**config.mk**
```make
export PLATFORM = sky130hd
export DESIGN_NAME = seq_muldiv
export DESIGN_NICKNAME = d
export VERILOG_FILES = /design/src/rtl/mdu_pkg.sv /design/src/rtl/mdu_operands.sv /design/src/rtl/mdu_engine.sv /design/src/rtl/mdu_readmux.sv /design/src/rtl/seq_muldiv.sv
export SDC_FILE = /design/constraint.sdc
export NUM_CORES = 1
export LEC_CHECK = 0
export CAP_MARGIN = 20
export CORE_AREA = 2 2 108 110
export CTS_BUF_LIST = sky130_fd_sc_hd__clkbuf_8
export DETAILED_ROUTE_END_ITERATION = 10
export DIE_AREA = 0 0 110 112
export PLACE_DENSITY = 0.81
export SYNTH_ARGS = -nofsm -noshare
export SYNTH_HDL_FRONTEND = slang
export SYNTH_SLANG_ARGS = --single-unit
```
**constraint.sdc**
```tcl
create_clock -name clk -period 2.9 [get_ports clk]
set_input_delay 0.87 -clock clk [delete_from_list [all_inputs] [get_ports clk]]
set_output_delay 0.87 -clock clk [all_outputs]
set_load 0.02 [all_outputs]
```
**src/rtl/mdu_pkg.sv**
```systemverilog
package mdu_pkg;
    typedef enum logic {OP_MUL = 1'b0, OP_DIV = 1'b1} op_e;

    localparam int ADDR_W = 3;
    localparam logic [ADDR_W-1:0] WA_MCAND  = 3'd0;
    localparam logic [ADDR_W-1:0] WA_MPLIER = 3'd1;
    localparam logic [ADDR_W-1:0] WA_DVD_LO = 3'd2;
    localparam logic [ADDR_W-1:0] WA_DVD_HI = 3'd3;
    localparam logic [ADDR_W-1:0] WA_DIVSR  = 3'd4;

    localparam logic [1:0] RA_QUOT_LO = 2'd0;
    localparam logic [1:0] RA_QUOT_HI = 2'd1;
    localparam logic [1:0] RA_PROD_LO = 2'd2;
    localparam logic [1:0] RA_PROD_HI = 2'd3;
endpackage

```
**src/rtl/mdu_operands.sv**
```systemverilog
module mdu_operands
    import mdu_pkg::*;
#(
    parameter int OPW = 8
) (
    input  logic              clk,
    input  logic              rst,
    input  logic              wr_en,
    input  logic [ADDR_W-1:0] wr_addr,
    input  logic [OPW-1:0]    wr_data,
    output logic [OPW-1:0]    mcand_o,
    output logic [2*OPW-1:0]  dividend_o,
    output logic              start_mul_o,
    output logic              start_div_o
);
    localparam int PW = 2 * OPW;

    logic [OPW-1:0] mcand_q;
    logic [PW-1:0]  dvd_q;

    always_ff @(posedge clk) begin
        if (rst) begin
            mcand_q <= '0;
            dvd_q   <= '0;
        end else if (wr_en) begin
            case (wr_addr)
                WA_MCAND:  mcand_q            <= wr_data;
                WA_DVD_LO: dvd_q[OPW-1:0]     <= wr_data;
                WA_DVD_HI: dvd_q[PW-1:OPW]    <= wr_data;
                default: ;
            endcase
        end
    end

    assign mcand_o     = mcand_q;
    assign dividend_o  = dvd_q;
    assign start_mul_o = wr_en && (wr_addr == WA_MPLIER);
    assign start_div_o = wr_en && (wr_addr == WA_DIVSR);

    AST_ONE_START: assert property (@(posedge clk) disable iff (rst)
        !(start_mul_o && start_div_o));
endmodule

```
**src/rtl/mdu_engine.sv**
```systemverilog
module mdu_engine
    import mdu_pkg::*;
#(
    parameter int OPW = 8
) (
    input  logic             clk,
    input  logic             rst,
    input  logic             start_mul,
    input  logic             start_div,
    input  logic [OPW-1:0]   mcand_i,
    input  logic [OPW-1:0]   load_i,
    input  logic [2*OPW-1:0] dividend_i,
    output logic [2*OPW-1:0] quot_o,
    output logic [2*OPW-1:0] prod_o,
    output logic             busy_o
);
    localparam int PW = 2 * OPW;
    localparam int SW = 3 * OPW;
    localparam int CW = $clog2(PW + 1);
    localparam logic [CW-1:0] MUL_STEPS = CW'(OPW);
    localparam logic [CW-1:0] DIV_STEPS = CW'(PW);

    logic [PW-1:0] quot_q, prod_q, quot_s, prod_s;
    logic [SW-1:0] shift_q, shift_s, shift_dn;
    logic [CW-1:0] cnt_q;
    op_e           mode_q;

    assign busy_o = (cnt_q != '0);

    always_comb begin
        shift_dn = shift_q >> 1;
        if (mode_q == OP_MUL) begin
            prod_s  = quot_q[0] ? prod_q + shift_q[PW-1:0] : prod_q;
            quot_s  = quot_q >> 1;
            shift_s = shift_q << 1;
        end else begin
            shift_s = shift_dn;
            if ({{OPW{1'b0}}, prod_q} >= shift_dn) begin
                prod_s = prod_q - shift_dn[PW-1:0];
                quot_s = {quot_q[PW-2:0], 1'b1};
            end else begin
                prod_s = prod_q;
                quot_s = {quot_q[PW-2:0], 1'b0};
            end
        end
    end

    always_ff @(posedge clk) begin
        if (rst) begin
            quot_q  <= '0;
            prod_q  <= '0;
            shift_q <= '0;
            cnt_q   <= '0;
            mode_q  <= OP_MUL;
        end else begin
            if (busy_o) begin
                quot_q  <= quot_s;
                prod_q  <= prod_s;
                shift_q <= shift_s;
                cnt_q   <= cnt_q - 1'b1;
            end
            if (start_mul) begin
                prod_q <= '0;
                if (!busy_o) begin
                    quot_q  <= {load_i, mcand_i};
                    shift_q <= {{(SW-OPW){1'b0}}, load_i};
                    cnt_q   <= MUL_STEPS;
                    mode_q  <= OP_MUL;
                end
            end
            if (start_div) begin
                prod_q <= dividend_i;
                if (!busy_o) begin
                    shift_q <= {load_i, {PW{1'b0}}};
                    cnt_q   <= DIV_STEPS;
                    mode_q  <= OP_DIV;
                end
            end
        end
    end

    assign quot_o = quot_q;
    assign prod_o = prod_q;

    AST_MUL_CLEAR: assert property (@(posedge clk) disable iff (rst)
        start_mul |=> prod_o == '0);
    AST_MUL_LOAD: assert property (@(posedge clk) disable iff (rst)
        start_mul && !busy_o |=> quot_o == {$past(load_i), $past(mcand_i)} && cnt_q == MUL_STEPS);
    AST_DIV_LOAD: assert property (@(posedge clk) disable iff (rst)
        start_div |=> prod_o == $past(dividend_i));
    AST_DIV_LEN: assert property (@(posedge clk) disable iff (rst)
        start_div && !busy_o |=> cnt_q == DIV_STEPS && mode_q == OP_DIV);
    AST_NO_RESTART: assert property (@(posedge clk) disable iff (rst)
        busy_o && (start_mul || start_div) |=> cnt_q == CW'($past(cnt_q) - 1'b1));
    AST_ZERO_DIVSR: assert property (@(posedge clk) disable iff (rst)
        busy_o && mode_q == OP_DIV && shift_q == '0 |=> quot_o[0]);
    AST_MUL_TAIL: assert property (@(posedge clk) disable iff (rst)
        busy_o && mode_q == OP_MUL |=> quot_o[PW-1] == 1'b0);
endmodule

```
**src/rtl/mdu_readmux.sv**
```systemverilog
module mdu_readmux
    import mdu_pkg::*;
#(
    parameter int OPW = 8
) (
    input  logic [1:0]       rd_addr,
    input  logic [2*OPW-1:0] quot_i,
    input  logic [2*OPW-1:0] prod_i,
    output logic [OPW-1:0]   rd_data
);
    localparam int PW = 2 * OPW;

    always_comb begin
        case (rd_addr)
            RA_QUOT_LO: rd_data = quot_i[OPW-1:0];
            RA_QUOT_HI: rd_data = quot_i[PW-1:OPW];
            RA_PROD_LO: rd_data = prod_i[OPW-1:0];
            default:    rd_data = prod_i[PW-1:OPW];
        endcase
    end
endmodule

```
**src/rtl/seq_muldiv.sv**
```systemverilog
module seq_muldiv
    import mdu_pkg::*;
#(
    parameter int OPW = 8
) (
    input  logic              clk,
    input  logic              rst,
    input  logic              wr_en,
    input  logic [ADDR_W-1:0] wr_addr,
    input  logic [OPW-1:0]    wr_data,
    input  logic [1:0]        rd_addr,
    output logic [OPW-1:0]    rd_data,
    output logic              busy
);
    localparam int PW = 2 * OPW;

    logic [OPW-1:0] mcand;
    logic [PW-1:0]  dividend, quot, prod;
    logic           start_mul, start_div;

    mdu_operands #(.OPW(OPW)) u_opnd (
        .clk(clk), .rst(rst), .wr_en(wr_en), .wr_addr(wr_addr), .wr_data(wr_data),
        .mcand_o(mcand), .dividend_o(dividend),
        .start_mul_o(start_mul), .start_div_o(start_div)
    );

    mdu_engine #(.OPW(OPW)) u_eng (
        .clk(clk), .rst(rst), .start_mul(start_mul), .start_div(start_div),
        .mcand_i(mcand), .load_i(wr_data), .dividend_i(dividend),
        .quot_o(quot), .prod_o(prod), .busy_o(busy)
    );

    mdu_readmux #(.OPW(OPW)) u_rd (
        .rd_addr(rd_addr), .quot_i(quot), .prod_i(prod), .rd_data(rd_data)
    );
endmodule

```
; ---- Yosys cells after proc, flatten, opt, wreduce, memory -nomap -nowiden
; Cells that the tools add are included.
[totals]
output_inout_bits = 9
wordCells = 57
regBits = 86
input_bits = 16
[classes]
n_eq_ne = 7
n_mux = 27
add_sub_neg = 3
order_cmp = 1
n_reduce_logical = 11
[op_table]
columns = op, n
row1 = 16-bit 2-to-1 mux, 10
row2 = 24-bit 2-to-1 mux, 6
row3 = 5-bit 2-to-1 mux, 5
row4 = 8-bit case mux with 3 select lines, 1
row5 = 16-bit by 23-bit greater-or-equal comparator with 1-bit output, 1
row6 = 16-bit adder, 1
row7 = 16-bit subtractor, 1
row8 = "3-bit by 2-bit equality test with 1-bit output, second input constant", 2
row9 = 2-bit AND reduction, 3
row10 = 1-bit 2-to-1 mux, 5
row11 = 5-bit nonzero test, 1
row12 = "5-bit by 1-bit subtractor with 5-bit output, second input constant", 1
row13 = "4-bit != test, second input constant", 1
row14 = 4-bit nonzero test, 1
row15 = "3-bit by 1-bit equality test with 1-bit output, second input constant", 1
row16 = "3-bit equality test, second input constant", 1
row17 = 3-bit zero test, 1
row18 = 3-bit AND reduction, 1
row19 = 3-bit nonzero test, 1
row20 = "2-bit by 1-bit equality test with 1-bit output, second input constant", 1
row21 = "2-bit equality test, second input constant", 1
row22 = 1-bit logical AND, 2
row23 = 2-bit zero test, 1

; ---- Depth between registers and ports, before layout
; Gate-level depths: netlist (run 1).
[logic_depth]
word_depth = 6
ltp_mapped = 15
mapped_depth_nobuf = 15

; ---- Hierarchy
; A second synthesis (run 1) with hierarchy kept.
[unflattened]
hier_cells = 671
area_unflattened_um2 = 5743.0
[modules_own_cells]
columns = mod, seq_area_each_um2, area_each_um2, cells_per_inst, instances
row1 = mdu_engine, 1241.2, 4524.3, 567, 1
row2 = mdu_operands, 480.5, 1022.2, 94, 1
row3 = mdu_readmux, 0.0, 196.4, 10, 1

; ---- Least setup slack after synthesis (run 1)
; OpenSTA, ideal clock, no wires.
[synth_timing]
kind = register to register
startpoint = register (tool-made name)
endpoint = register u_eng.prod_q[7] (netlist: u_eng.prod_o[7])
path_buffers = 3
setup_ps = 138
synth_period_minus_slack_ps = 3083
arrival_time_ps = 2945
path_stages_with_launch = 15
setup_slack_ps = -183
path_cell_list = dfxtp_1 > clkbuf_1 > clkbuf_1 > buf_1 > nand2_1 > o21ai_0 > inv_1 > ha_1 > nor2b_1 > o2111ai_1 > a21boi_0 > o21a_1 > or3_1 > a32oi_1 > a211oi_1
[synth_rtl]
columns = item, line_no
row1 = end signal: assignment, mdu_engine.sv:58  ; prod_q <= prod_s;
row2 = end signal: assignment, mdu_engine.sv:72  ; prod_q <= dividend_i;
row3 = end: declaration, mdu_engine.sv:23  ; logic [PW-1:0] quot_q, prod_q, quot_s, prod_s;

; ---- Worst setup path after layout (run 1)
[layout_timing]
startpoint = register u_eng.shift_q[6]
endpoint = register u_eng.prod_q[14] (netlist: u_eng.prod_o[14])
[layout_between]
elab_chain_cells = 6
word_cells_on_any_way = 11
cone_classes = 2 x add/sub / 1 x order compare / 1 x eq/ne / 6 x mux / 1 x reduce/logical
[layout_lines]
columns = item, line_no
row1 = start: declaration, mdu_engine.sv:24  ; logic [SW-1:0] shift_q, shift_s, shift_dn;
row2 = start signal: assignment, mdu_engine.sv:59  ; shift_q <= shift_s;
row3 = start signal: assignment, mdu_engine.sv:66  ; shift_q <= {{(SW-OPW){1'b0}}, load_i};
row4 = start signal: assignment, mdu_engine.sv:74  ; shift_q <= {load_i, {PW{1'b0}}};
row5 = 16-bit adder / 16-bit subtractor (equally long branches), "mdu_engine.sv:33, mdu_engine.sv:39"
row6 = "16-bit 2-to-1 mux, on equally long branches", "mdu_engine.sv:33, mdu_engine.sv:38"
row7 = 16-bit 2-to-1 mux, mdu_engine.sv:32  ; if (mode_q == OP_MUL) begin
row8 = 16-bit 2-to-1 mux, mdu_engine.sv:56  ; if (busy_o) begin
row9 = 16-bit 2-to-1 mux, mdu_engine.sv:62  ; if (start_mul) begin
row10 = 16-bit 2-to-1 mux, mdu_engine.sv:71  ; if (start_div) begin
; Several ways; a longest one is shown, not always the timed one. The select of a mux whose other input is x is not followed.
; A chain may end at the register's enable or synchronous reset.

==> reports/qor.csv, run 1 <==
metric,value,unit
status,"finished, violations left",
failing checks,negative setup slack,
Final Slew Violations,0,
Peak Freq,0.3202,GHz
Post-synth EDFFs,0,
Total Wirelength,17.28,mm
Placed Cells,874,
fill count,949,
worst-skew pair later-pin latency,0.39,ns
final net count,806,
DR DRC count,0,
Final Hold Fails,0,
worst-path cell chain,"nor3_1, buf_4, nand4_1, xnor2_1, nor2_1, a21oi_1, ha_1, nand2_1, a211oi_2, o31ai_2, a32oi_1, xor2_1, a22oi_1, a211oi_1",
crit path kind,flop to flop,
slew margin rel.,0.5588,
Die Width,110,um
max-cap violations,0,
Ys Warns,0,
hold_buf cts,0,
Die Area,0.01232,sq mm
share of layout cells above drive strength 1,0.1963,
crit path time final,3.123,ns
CP Launch Type,flop,
critical path data required time,3.20,ns
drt via density,6.219,
Lkg Pwr,0.002495,uW
setup violators final,5,
final clock skew,0.01872,ns
Reg-to-Reg End,u_eng.prod_o[14],
power density cells,1433,mW/mm^2
GPL Wtd Cong,0.9744,
worst slew pin tran,0.6619,ns
Port Buf Inserts,24,
Starting DRT DRC Count,521,
CTS tree,yes,
hold crit path type,flop to flop,
Gate Count Post-Synth,694,
flop2flop setup slack,-0.22,ns
Core ar.,0.01117,sq mm
Crit path max-delay family,compound AO/OA/AOI/OAI gates,
maximum root-to-sink buffer count,2,
Syn Nets,745,
CTS sink count,86,
hold path cells,2,
arrival time at the worst endpoint,3.42,ns
worst path bufs/invs,1,
largest net degree at the start of global routing,54,
Post-synth ARST share,0,
post-detail-place hpwl,12.11,mm
post-place setup slack,-0.5579,ns
VDD IR max,0.6526,mV
Syn-to-layout area delta,21.58,%
number of global-route vias before repair,5238,
TritonRoute pass-1 iters,5,
reg2reg start,u_eng.shift_q[6],
HP Start,u_opnd.mcand_o[4],
overall power,9566,uW
"commonest cells after routing, fill and taps aside","108 x nand2_1, 83 x dfxtp_1, 70 x buf_4",
Post-DRT Antenna Nets,0,
Rows,39,
crit path max fanout,7,
"most common cell after layout, fill and taps aside",nand2_1,
top_reg_cell synth,dfxtp_1,
vias after detailed routing,5616,
Hold EP,u_opnd.mcand_o[4],
RSZ-0062 raised after global routing,yes,
Critical-path top delay cell,dfxtp_1,
reg2reg path depth,14,
Root Buffer,clkbuf_8,
crit path capture type,flop,
Clock transition at path regs,0.09,ns
Yosys reg bits,86,
gr usage total,0.2752,
Initial Util,0.4913,
Mapped Area,0.005490,sq mm
Post-Layout Cell Count,903,
Syn Area/Cell,7.911,sq um
CP max stage delay,0.42,ns
Yosys cell types,51,
area of the multi-input gates,0.003700,sq mm
total CTS buffers,9,
final worst-path cycle share,1.077,
global-route wire length before repair,26.22,mm
hold slack,0.4609,ns
DR WL/cell,19.13,um
I/O Pins,25,
sequential share of the synthesized area,0.3136,
residual overflow from global routing,0,
Reg area,0.001725,sq mm
die extent in y,112,um
setup ws final,-0.2235,ns
initial antenna violation count,0,
H-tree Lvls,3,
[per-stage QoR]
step	TNS, ns	util	cell area [sq um]
after floorplan	-0.03573	-	5503
after global placement	-4.406	0.5562	6215
after detailed placement	-5.050	0.5562	6215
after CTS	-0.1246	0.5852	6539
after global routing	-1.424	0.5971	6673
final	-0.5260	0.5974	6675
[flip-flops by register name, indices dropped and copies added, names as in the netlist, named ones only]
register,flops
u_eng.shift_q,24
u_opnd.dividend_o,16
u_eng.cnt_q,5
u_eng.quot_o,16
u_eng.prod_o,16
u_opnd.mcand_o,8
[area by class of cell]
cell class              count  area share
clock buffers               9     0.01856
diodes                      1   0.0003749
multi-input cells         533      0.5543
inverters                  28     0.01575
repair buffers             97      0.1162
clock inverters             6    0.009560
well taps                 143     0.02680
flip-flops and latches     86      0.2585
[power by group]
group          total (uW)  internal, uW  switching [uW]
Clock                 871           394             477
Sequential           2000          1530             477
Combinational        6690          3210            3490
Total                9570          5130            4440
[worst register-to-register path: stages, from the launching register on]
cell and delay, ns:
dfxtp_1 0.42, nor3_1 0.38, buf_4 0.19, nand4_1 0.11, xnor2_1 0.14, nor2_1 0.09
a21oi_1 0.06, ha_1 0.36, nand2_1 0.08, a211oi_2 0.27, o31ai_2 0.15, a32oi_1 0.29
xor2_1 0.20, a22oi_1 0.09, a211oi_1 0.22
[what timing repair did]
item | CTS | global route
setup endpoints to repair | 15 | 9
buffers inserted | 11 | 2
gates resized for setup | 60 | 26
pin swaps | 14 | 24
[synthesized netlist by cell type, drive strengths merged (11+ instances only)]
cell type	number	area share
dfxtp	86	0.31
a311oi	15	0.025
nand2	112	0.077
inv	27	0.018
ha	34	0.077
a21oi	69	0.063
o21ai	38	0.035
xnor2	14	0.022
mux2i	20	0.036
nor2	44	0.030
nand3	11	0.010
a211oi	42	0.057
nor3	12	0.012
clkbuf	38	0.026
nor2b	11	0.013
[logic make-up after synthesis]
group / share of synthesized area
xor gates and xnor gates: 0.03191
and+or+nand+nor: 0.1996
muxes: 0.06928
AOI/OAI and AO/OA: 0.2507
buffers and inverters: 0.05378
adders and majority gates: 0.08113
DFF: 0.3136
[how the worst max path moves through the flow]
stage / startpoint / to / cells past startpoint
final: u_eng.shift_q[6] / u_eng.prod_o[14] / 14
after global placement: rd_addr[0] / rd_data[4] / 4
after detailed placement: rd_addr[0] / rd_data[0] / 4
after floorplan: flop / u_eng.prod_o[7] / 14
after CTS: u_eng.shift_q[4] / u_eng.prod_o[13] / 13
after global routing: u_eng.shift_q[6] / u_eng.prod_o[14] / 14
[layer usage]
layer,share of wire,up-vias,track usage
met5,0,-,0
met4,0.047,0,0.1401
met3,0.063,62,0.04977
met2,0.48,211,0.4417
met1,0.41,2700,0.3493
li1,-,2643,-
Power figures use the tool's default switching activity.
==> inputs of run 2 (changes only) <==
--- a/config.mk
+++ b/config.mk
@@ -6,11 +6,11 @@
 export NUM_CORES = 1
 export LEC_CHECK = 0
 export CAP_MARGIN = 20
-export CORE_AREA = 2 2 108 110
+export CORE_AREA = 10 10 116 118
 export CTS_BUF_LIST = sky130_fd_sc_hd__clkbuf_8
 export DETAILED_ROUTE_END_ITERATION = 10
-export DIE_AREA = 0 0 110 112
-export PLACE_DENSITY = 0.81
+export DIE_AREA = 0 0 126 128
+export PLACE_DENSITY = 0.7
 export SYNTH_ARGS = -nofsm -noshare
 export SYNTH_HDL_FRONTEND = slang
 export SYNTH_SLANG_ARGS = --single-unit
==> run 2 against run 1 <==
  * The flow still finishes with violations (negative setup slack)
  * Cell count decreased by 0.55%
  * Non-clock buffer count decreased by 6
  * Power increased by 0.88%
  * Clock-buffer cell count increased by 1
  * Die area increased by 31%
  * Combinational power about the same
  * Clock power increased by 7.0%
  * Final area increased by 1.0%
  * Maximum frequency increased by 3.8%
  * Critical endpoint is now u_eng.prod_o[15]
==> reports/qor.csv, run 2 (same netlist as run 1, synthesis figures left out) <==
metric,value,unit
worst-skew pair later-pin latency,0.39,ns
I/O Pins,25,
Placed Cells,873,
crit path capture type,flop,
fin area,0.006745,sq mm
TritonRoute pass-1 iters,5,
max FFs per register,24,
Root Buffer,clkbuf_8,
initial antenna violation count,1,
Starting DRT DRC Count,468,
Port Buf Inserts,24,
CP Launch Type,flop,
Comb power frac,0.695,
final net count,800,
slew margin rel.,0.5740,
arrival time at the worst endpoint,3.30,ns
gr usage total,0.1977,
crit path time final,3.010,ns
Peak Freq,0.3323,GHz
CTS tree,yes,
GPL Wtd Cong,0.9275,
Critical-path top delay cell,nor4_4,
global-route wire length before repair,26.04,mm
Crit path max-delay family,simple AND/OR/NAND/NOR gates,
share of layout cells above drive strength 1,0.2056,
worst slew pin tran,0.6331,ns
Total Wirelength,16.86,mm
largest net degree at the start of global routing,45,
CP max stage delay,0.37,ns
worst path bufs/invs,1,
Initial Util,0.4892,
Internal,5202,uW
area of the multi-input gates,0.003767,sq mm
Post-Layout Cell Count,898,
maximum root-to-sink buffer count,2,
residual overflow from global routing,0,
DR WL/cell,18.77,um
Reg area,0.001725,sq mm
hold slack,0.4607,ns
Syn-to-layout area delta,22.86,%
VDD IR max,0.8538,mV
number of global-route vias before repair,5237,
die extent in y,128,um
failing checks,negative setup slack,
clock share of power,0.097,
sequential fraction of design power,0.209,
Core ar.,0.01122,sq mm
post-place setup slack,-0.5683,ns
"commonest cells after routing, fill and taps aside","109 x nand2_1, 83 x dfxtp_1, 61 x buf_4",
Post-DRT Antenna Nets,0,
final worst-path cycle share,1.038,
Final Slew Violations,0,
post-detail-place hpwl,11.94,mm
crit path max fanout,3,
switch share,0.4610,
total CTS buffers,9,
Lkg Pwr,0.002480,uW
Clock transition at path regs,0.09,ns
H-tree Lvls,3,
Die Width,126,um
worst-path cell chain,"nor4_4, nand2_2, buf_4, xnor2_1, a21boi_0, ha_1, a21oi_1, o21ai_2, or3_4, o21ai_4, and3_4, o21ai_1, a311oi_1",
vias after detailed routing,5476,
Final Hold Fails,0,
final clock skew,0.01288,ns
DP Area,0.006220,sq mm
RSZ-0062 raised after global routing,yes,
"most common cell after layout, fill and taps aside",nand2_1,
setup ws final,-0.1097,ns
Die Area,0.01613,sq mm
Rows,39,
crit path kind,flop to flop,
Biggest register,u_eng.shift_q,
Psw,4449,uW
critical path data required time,3.19,ns
CTS sink count,86,
setup violators final,3,
max-cap violations,0,
drt via density,6.098,
hold crit path type,flop to flop,
power density cells,1431,mW/mm^2
DR DRC count,0,
fill count,1023,
status,"finished, violations left",
==> run 2: cell types whose count changed in the layout (fill, tap and decap cells not counted), moves of 3 or more <==
cell and change:
a21oi_1 -5, a21oi_2 +5, ha_1 -3, buf_4 -9
==> run 2: worst register-to-register path: stages, from the launching register on <==
cell	delay [ns]
dfxtp_2	0.34
nor4_4	0.37
nand2_2	0.14
buf_4	0.15
xnor2_1	0.11
a21boi_0	0.18
ha_1	0.27
a21oi_1	0.17
o21ai_2	0.08
or3_4	0.37
o21ai_4	0.20
and3_4	0.20
o21ai_1	0.06
a311oi_1	0.29
==> run 2: per-stage QoR <==
step | power (uW) | setup TNS, ns | util
finish | 9650 | -0.1670 | 0.6010
global route | 10360 | -0.9695 | 0.6008
CTS | 8822 | -0.3830 | 0.5808
detailed placement | 7544 | -4.920 | 0.5542
global placement | 7373 | -4.485 | 0.5542
floorplan | 5689 | -0.03573 | -
==> run 2: final cells by class <==
type	count	area share
Clock buffer	10	0.02040
Timing Repair Buffer	91	0.1115
Antenna cell	1	0.0003710
Multi-Input combinational cell	533	0.5585
Clock inverter	6	0.01132
Sequential cell	86	0.2558
Inverter	28	0.01558
Tap cell	143	0.02653
==> run 2: final timing paths <==
check                            start                    to  slack, ns  depth (start not counted)
hold reg to reg   u_opnd.dividend_o[8]  u_opnd.dividend_o[8]       0.46                          2
hold / removal    u_opnd.dividend_o[8]  u_opnd.dividend_o[8]       0.46                          2
setup reg to reg      u_eng.shift_q[4]      u_eng.prod_o[15]      -0.11                         13
setup / recovery      u_eng.shift_q[4]      u_eng.prod_o[15]      -0.11                         13
==> run 2: power groups by stage <==
stage	Combinational (uW)	Clock [uW]	Sequential, uW
6_report	6700	932	2020
5_1_grt	7340	989	2030
4_1_cts	5900	949	1970
3_5_place_dp	5560	0	1980
3_3_place_gp	5410	0	1960
2_1_floorplan	3880	0	1800
==> run 2: what timing repair did <==
action	in CTS	in global routing
setup buffers	4	4
setup endpoints to repair	16	10
gates resized for setup	61	44
pin swaps	18	32
endpoints found under the hold margin	0	0
hold buffers	0	0
==> run 2: layer usage <==
metal / share of wire / vias up / routed length [um] / GRT usage
met5: 0 / - / 0 / 0
met4: 0.038 / 0 / 635 / 0.1085
met3: 0.061 / 44 / 1020 / 0.03391
met2: 0.48 / 194 / 8010 / 0.3258
met1: 0.43 / 2602 / 7193 / 0.2404
li1: - / 2636 / - / -
